File: src/rtl/pktfrm_pkg.sv
package pktfrm_pkg;

  typedef enum logic [2:0] {
    KIND_DROP   = 3'd0,
    KIND_SHADOW = 3'd1,
    KIND_FIXED  = 3'd2,
    KIND_FLAT   = 3'd3,
    KIND_SHADED = 3'd4
  } kind_e;

  typedef enum logic [2:0] {
    CLS_DRAW  = 3'd0,
    CLS_POLY  = 3'd1,
    CLS_COPY  = 3'd2,
    CLS_WRITE = 3'd3,
    CLS_READ  = 3'd4
  } cls_e;

  typedef struct packed {
    kind_e      kind;
    cls_e       cls;
    logic [3:0] total;
  } op_info_t;

  typedef struct packed {
    logic store;
    logic shadowWr;
  } strobe_t;

  function automatic op_info_t decodeOp(logic [7:0] op);
    op_info_t info;
    logic [3:0] extra;
    info = '{kind: KIND_DROP, cls: CLS_DRAW, total: 4'd0};
    extra = 4'd0;
    if (op == 8'h02) begin
      info.kind = KIND_FIXED; info.total = 4'd3;
    end else if (op[7:5] == 3'b001) begin
      case (op[4:2])
        3'd0: extra = 4'd3;
        3'd1: extra = 4'd6;
        3'd2: extra = 4'd4;
        3'd3: extra = 4'd8;
        3'd4: extra = 4'd5;
        3'd5: extra = 4'd8;
        3'd6: extra = 4'd7;
        default: extra = 4'd11;
      endcase
      info.kind = KIND_FIXED; info.total = extra + 4'd1;
    end else if (op[7:4] == 4'h4) begin
      if (op[3]) begin
        info.kind = KIND_FLAT; info.cls = CLS_POLY;
      end else begin
        info.kind = KIND_FIXED; info.total = 4'd3;
      end
    end else if (op[7:4] == 4'h5) begin
      if (op[3]) begin
        info.kind = KIND_SHADED; info.cls = CLS_POLY;
      end else begin
        info.kind = KIND_FIXED; info.total = 4'd4;
      end
    end else if (op[7:5] == 3'b011) begin
      case (op[4:2])
        3'd0: extra = 4'd2;
        3'd1: extra = 4'd3;
        3'd2: extra = 4'd1;
        3'd3: extra = 4'd0;
        3'd4: extra = 4'd1;
        3'd5: extra = 4'd2;
        3'd6: extra = 4'd1;
        default: extra = 4'd2;
      endcase
      if (extra != 4'd0) begin
        info.kind = KIND_FIXED; info.total = extra + 4'd1;
      end
    end else if (op[7:5] == 3'b100) begin
      info.kind = KIND_FIXED; info.cls = CLS_COPY; info.total = 4'd4;
    end else if (op[7:5] == 3'b101) begin
      info.kind = KIND_FIXED; info.cls = CLS_WRITE; info.total = 4'd3;
    end else if (op[7:5] == 3'b110) begin
      info.kind = KIND_FIXED; info.cls = CLS_READ; info.total = 4'd3;
    end else if (op[7:3] == 5'b11100) begin
      info.kind = KIND_SHADOW;
    end
    return info;
  endfunction

endpackage

File: src/rtl/pktfrm_ctrl.sv
module pktfrm_ctrl
  import pktfrm_pkg::*;
#(
  parameter int MAX_WORDS = 16,
  localparam int IDXW = $clog2(MAX_WORDS),
  localparam int CNTW = $clog2(MAX_WORDS + 1)
) (
  input  logic            clk,
  input  logic            rstN,
  input  logic            inValid,
  input  logic [31:0]     inData,
  output logic            inReady,
  input  logic            outReady,
  output logic            outValid,
  output logic [2:0]      outClass,
  output logic [CNTW-1:0] outCount,
  output logic [IDXW-1:0] wordIdx,
  output strobe_t         strb
);

  logic [IDXW-1:0] idxQ;
  kind_e           kindQ;
  cls_e            clsQ;
  logic [3:0]      totalQ;
  logic            outValidQ;
  logic [CNTW-1:0] outCountQ;
  cls_e            outClassQ;

  op_info_t info;
  logic     accept;
  logic     isTerm;
  logic     atCap;
  logic     lastWord;
  logic     starts;

  always_comb begin
    info     = decodeOp(inData[31:24]);
    accept   = inValid && !outValidQ;
    isTerm   = (inData & 32'hF000F000) == 32'h50005000;
    atCap    = idxQ == IDXW'(MAX_WORDS - 1);
    starts   = (info.kind == KIND_FIXED) || (info.kind == KIND_FLAT) ||
               (info.kind == KIND_SHADED);
    lastWord = 1'b0;
    if (idxQ != '0) begin
      case (kindQ)
        KIND_FIXED:  lastWord = (int'(idxQ) + 1) == int'(totalQ);
        KIND_FLAT:   lastWord = (int'(idxQ) >= 3) && isTerm;
        KIND_SHADED: lastWord = (int'(idxQ) >= 4) && !idxQ[0] && isTerm;
        default:     lastWord = 1'b0;
      endcase
      lastWord = lastWord || atCap;
    end
    strb.store    = accept && ((idxQ != '0) || starts);
    strb.shadowWr = accept && (idxQ == '0) && (info.kind == KIND_SHADOW);
  end

  always_ff @(posedge clk) begin
    if (!rstN) begin
      idxQ      <= '0;
      kindQ     <= KIND_DROP;
      clsQ      <= CLS_DRAW;
      totalQ    <= '0;
      outValidQ <= 1'b0;
      outCountQ <= '0;
      outClassQ <= CLS_DRAW;
    end else begin
      if (outValidQ && outReady) outValidQ <= 1'b0;
      if (accept) begin
        if (idxQ == '0) begin
          if (starts) begin
            idxQ   <= IDXW'(1);
            kindQ  <= info.kind;
            clsQ   <= info.cls;
            totalQ <= info.total;
          end
        end else if (lastWord) begin
          idxQ      <= '0;
          outValidQ <= 1'b1;
          outCountQ <= CNTW'(idxQ) + CNTW'(1);
          outClassQ <= clsQ;
        end else begin
          idxQ <= idxQ + IDXW'(1);
        end
      end
    end
  end

  assign inReady  = !outValidQ;
  assign outValid = outValidQ;
  assign outCount = outCountQ;
  assign outClass = outClassQ;
  assign wordIdx  = idxQ;


  pkt_hold_chk: assert property (@(posedge clk) disable iff (!rstN)
    outValid && !outReady |=> outValid && $stable(outCount) && $stable(outClass));


  pkt_release_chk: assert property (@(posedge clk) disable iff (!rstN)
    outValid && outReady |=> !outValid);


  count_range_chk: assert property (@(posedge clk) disable iff (!rstN)
    outValid |-> (outCount >= CNTW'(2)) && (outCount <= CNTW'(MAX_WORDS)));


  shadow_nopkt_chk: assert property (@(posedge clk) disable iff (!rstN)
    strb.shadowWr |=> !outValid);

endmodule

File: src/rtl/pktfrm_dp.sv
module pktfrm_dp
  import pktfrm_pkg::*;
#(
  parameter int MAX_WORDS = 16,
  localparam int IDXW = $clog2(MAX_WORDS),
  localparam int NSHADOW = 8
) (
  input  logic                    clk,
  input  logic                    rstN,
  input  strobe_t                 strb,
  input  logic [IDXW-1:0]         wordIdx,
  input  logic [31:0]             inData,
  output logic [32*MAX_WORDS-1:0] outWords,
  output logic [32*NSHADOW-1:0]   shadowRegs
);

  logic [MAX_WORDS-1:0][31:0] bufQ;
  logic [NSHADOW-1:0][31:0]   shadowQ;

  for (genvar i = 0; i < MAX_WORDS; i++) begin : g_slot
    always_ff @(posedge clk) begin
      if (strb.store && (wordIdx == IDXW'(i))) bufQ[i] <= inData;
    end
  end

  for (genvar s = 0; s < NSHADOW; s++) begin : g_shadow
    always_ff @(posedge clk) begin
      if (!rstN) shadowQ[s] <= {8'(8'hE0 + s), 24'h0};
      else if (strb.shadowWr && (inData[26:24] == 3'(s))) shadowQ[s] <= inData;
    end
  end

  assign outWords   = bufQ;
  assign shadowRegs = shadowQ;


  shadow_hold_chk: assert property (@(posedge clk) disable iff (!rstN)
    !strb.shadowWr |=> $stable(shadowRegs));

endmodule

File: src/rtl/cmd_packet_framer.sv
module cmd_packet_framer
  import pktfrm_pkg::*;
#(
  parameter int MAX_WORDS = 16,
  localparam int IDXW = $clog2(MAX_WORDS),
  localparam int CNTW = $clog2(MAX_WORDS + 1)
) (
  input  logic                    clk,
  input  logic                    rstN,
  input  logic                    inValid,
  input  logic [31:0]             inData,
  output logic                    inReady,
  output logic                    outValid,
  input  logic                    outReady,
  output logic [2:0]              outClass,
  output logic [CNTW-1:0]         outCount,
  output logic [32*MAX_WORDS-1:0] outWords,
  output logic [255:0]            shadowRegs
);

  strobe_t         strb;
  logic [IDXW-1:0] wordIdx;

  pktfrm_ctrl #(.MAX_WORDS(MAX_WORDS)) u_ctrl (
    .clk(clk), .rstN(rstN), .inValid(inValid), .inData(inData),
    .inReady(inReady), .outReady(outReady), .outValid(outValid),
    .outClass(outClass), .outCount(outCount), .wordIdx(wordIdx), .strb(strb)
  );

  pktfrm_dp #(.MAX_WORDS(MAX_WORDS)) u_dp (
    .clk(clk), .rstN(rstN), .strb(strb), .wordIdx(wordIdx), .inData(inData),
    .outWords(outWords), .shadowRegs(shadowRegs)
  );

endmodule

File: config.mk
export PLATFORM = sky130hd
export DESIGN_NAME = cmd_packet_framer
export DESIGN_NICKNAME = d
export VERILOG_FILES = /design/src/rtl/pktfrm_pkg.sv /design/src/rtl/pktfrm_ctrl.sv /design/src/rtl/pktfrm_dp.sv /design/src/rtl/cmd_packet_framer.sv
export SDC_FILE = /design/constraint.sdc
export NUM_CORES = 1
export LEC_CHECK = 0
export BUFFER_PORTS_ARGS = -buffer_cell sky130_fd_sc_hd__buf_2
export CAP_MARGIN = 5
export CORE_AREA = 2 2 318 320
export DETAILED_ROUTE_END_ITERATION = 7
export DIE_AREA = 0 0 320 322
export REMOVE_ABC_BUFFERS = 1
export SETUP_SLACK_MARGIN = 0.3
export SYNTH_ARGS = -nofsm -noshare
export SYNTH_HDL_FRONTEND = slang
export SYNTH_SLANG_ARGS = --single-unit
File: constraint.sdc
create_clock -name clk -period 3.4 [get_ports clk]
set_input_delay 0.17 -clock clk [delete_from_list [all_inputs] [get_ports clk]]
set_output_delay 0.17 -clock clk [all_outputs]
set_load 0.01 [all_outputs]
==> run metrics <==
Design Area, Final=34690 µm²; r2r setup slk=0.46 ns; Clk Latency, worst-skew pair=roughly 0.66 ns; count leader, synth=edfxtp_1; cts repair resizes=0; Clock Skew=0.04013 ns; Critical path buffers and inverters=2; CP startpoint kind=register; post-route ant nets=0; min-delay worst type=in2reg; number of flops mapped to enable cells by yosys=roughly 510; HPWL Detailed=57920 µm; crit end category=register; top cells by area, synth=edfxtp_1 (60%), dfxtp_1 (22%), mux2i_1 (6.9%); die height=322 µm; WHS=0.04449 ns; Synth top area share=0.5974; register area share after synthesis=0.8144; Placed Area=31730 µm²; Max IR drop VDD=0.3327 mV; Worst Setup EP=u_dp.shadowRegs[224]$_SDFFE_PN0P_; post-route setup slack=~0.46 ns; post-CTS setup buffer count=0; RSZ-0062 raised after global routing=no; setup violators final=0; global-route wire length before repair=117400 µm; status=finished, final reports clean; Worst Reg-to-Reg Cells=8; GRT Residual Overflow=0; cell breakdown of the critical path=inv_1, ha_1, or3b_1, nor2_2, and4_1, nand3_4, buf_4, mux2i_1; final WL=roughly 87000 µm; CTS Hold Buffers Added=25; First DRT Iteration DRCs=around 1200; Crit. Startpoint=u_ctrl.wordIdx[0]$_SDFFE_PN0P_; Die Wd=320 µm; Worst Max-Slew Pin Slew=approximately 0.76 ns; asr flop ratio synth=0; total track usage=0.1594; yosys warns=0; Post-synth top cells=edfxtp_1 (512), dfxtp_1 (279), nand2_1 (268); total negative slack=0 ns; min Tclk post-route=approximately 2.9 ns; maximum number of pins on one net before global-route repair=115; Synth Register Bits=around 790; CTS root buffer=clkbuf_16; nets@finish=2488; largest fanout on the critical path=14; fmax=340.4 MHz; static leakage=about 14 nW; CP top delay family=simple AND/OR/NAND/NOR gates; # IOs=814; Starting Density=0.2585; share of cells above drive strength 1=0.4056; cell at the slowest stage of the critical path=or3b_1; core area=99570 µm²; Tcrit/Tclk final=0.8640; mapped cell area=25740 µm²; Num CTS Buffers=82; # clock sinks=791; routed vias=roughly 16000; number of remaining DRC errors=0; final slew viol count=0; GPL Wtd Cong=0.7834; H-tree depth=3; cell area power density=570.7 nW/µm²; Longest Clk Path Bufs=3; initial antenna violation count=12; Avg WL per Cell=22.79 µm; number of global-route vias before repair=15580; Worst slew margin=0.4930; Critical Path RT=approximately 4 ns; Slowest Stage Delay on Critical Path=roughly 0.44 ns; count of final hold-check violations=0; terminus of the critical flop-to-flop path=u_dp.shadowRegs[224]$_SDFFE_PN0P_; Synth Instances=1547; Syn Area/Cell=approximately 17 µm²; synth unique cells=56; FP Rows=between 100 and 150; Post-Route Utilization=0.3484; Clock Pin Slew Worst Setup and Hold Paths=0.07 ns; critical path class=reg2reg; CTS tree=built; Finished Layout Cells=~3800; vias per cell=4.307; Placed Instances=3633; RR Startpoint=u_ctrl.wordIdx[0]$_SDFFE_PN0P_; DRT Pass-1 Iters=7; PortBufs=813; total power=19.80 mW; worst slack, placed=approximately 0.51 ns; max cap viols=0; Critical Path AT=roughly 3.5 ns; P&R area growth vs syn=34.79%; Top FF cell, synth=edfxtp_1; Synth area leader=edfxtp_1; critical path depth in cells=8; die area=103000 µm²
-- cells in the final DEF (no fill, tap or decap), types with 3 or more instances in the layout --
cell	n
a31oi_1	3
inv_6	4
clkbuf_16	84
inv_1	11
clkinv_2	12
buf_2	812
nor2_1	11
buf_12	22
dlygate4sd3_1	25
nand3b_1	18
mux2i_1	177
diode_2	4
nand4b_1	3
or3_1	22
nand2_1	268
xnor2_1	6
ha_1	8
clkinv_1	13
clkbuf_8	9
dfxtp_1	279
and2_2	12
and3_1	31
nand3_1	5
edfxtp_1	512
or3b_1	3
and3_2	3
a21oi_1	32
nor2b_1	4
nor4_1	3
buf_4	27
o21ai_0	9
clkinv_16	5
nand4_1	4
clkinv_4	3
clkbuf_1	14
xor2_1	4
-- layout make-up --
cell class / instances / area (µm²)
Fill cell: 9620 / 64870
Tap cell: 1298 / 1624
Antenna cell: 4 / 10.01
Timing Repair Buffer: 887 / 4971
Inverter: 12 / 45.04
Clock inverter: 44 / 434.2
Sequential cell: 791 / 20960
Clock buffer: 106 / 2265
Multi-Input combinational cell: 670 / 4382
-- per-layer routing --
layer | up-vias | wire, µm | global-route usage
met3 | 121 | 6925 | 0.04383
met1 | 8157 | 35320 | 0.1958
met2 | 744 | 42450 | 0.2698
met4 | 0 | 2162 | 0.05363
li1 | 7397 | - | -
met5 | - | 0 | 0
-- state kept, by name, indices dropped and copies added (netlist names) --
register and flops:
u_ctrl.clsQ 3, u_dp.outWords 512, u_ctrl.outClass 3, u_ctrl.totalQ 4, u_ctrl.outCount 5, u_dp.shadowRegs 256
u_ctrl.kindQ 3, u_ctrl.wordIdx 4, u_ctrl.outValid 1
-- kinds of logic after synthesis --
logic type      after synthesis  synth area share
flops                       791            0.8144
simple gates                411           0.07642
mux                         177           0.06884
buf+inv                      86           0.01721
compound gates               64           0.01585
xor+xnor                     10          0.003403
fa+ha+maj                     8          0.003889
-- report_power, final --
group	internal (mW)	total (mW)	switching, mW
clock network	4.95	8.86	3.92
registers	10.3	10.3	0.0268
logic	0.149	0.612	0.463
-- how the worst min path moves through the flow --
stage | from | endpoint | slack, ns | cells past startpoint
floorplan | rstN | u_dp.shadowRegs[120]$_SDFFE_PN1P_ | 0.25 | 1
global placement | u_dp.shadowRegs[218]$_SDFFE_PN1P_ | u_dp.shadowRegs[218]$_SDFFE_PN1P_ | 0.42 | 1
detailed placement | u_dp.shadowRegs[94]$_SDFFE_PN1P_ | u_dp.shadowRegs[94]$_SDFFE_PN1P_ | 0.42 | 1
CTS | inData[7] | u_dp.shadowRegs[71]$_SDFFE_PN0P_ | 0.006 | 3
global route | inData[7] | u_dp.outWords[359]$_DFFE_PP_ | 0.01 | 1
finish | inData[7] | u_dp.outWords[359]$_DFFE_PP_ | 0.04 | 1
(Power assumes the default switching activity.)
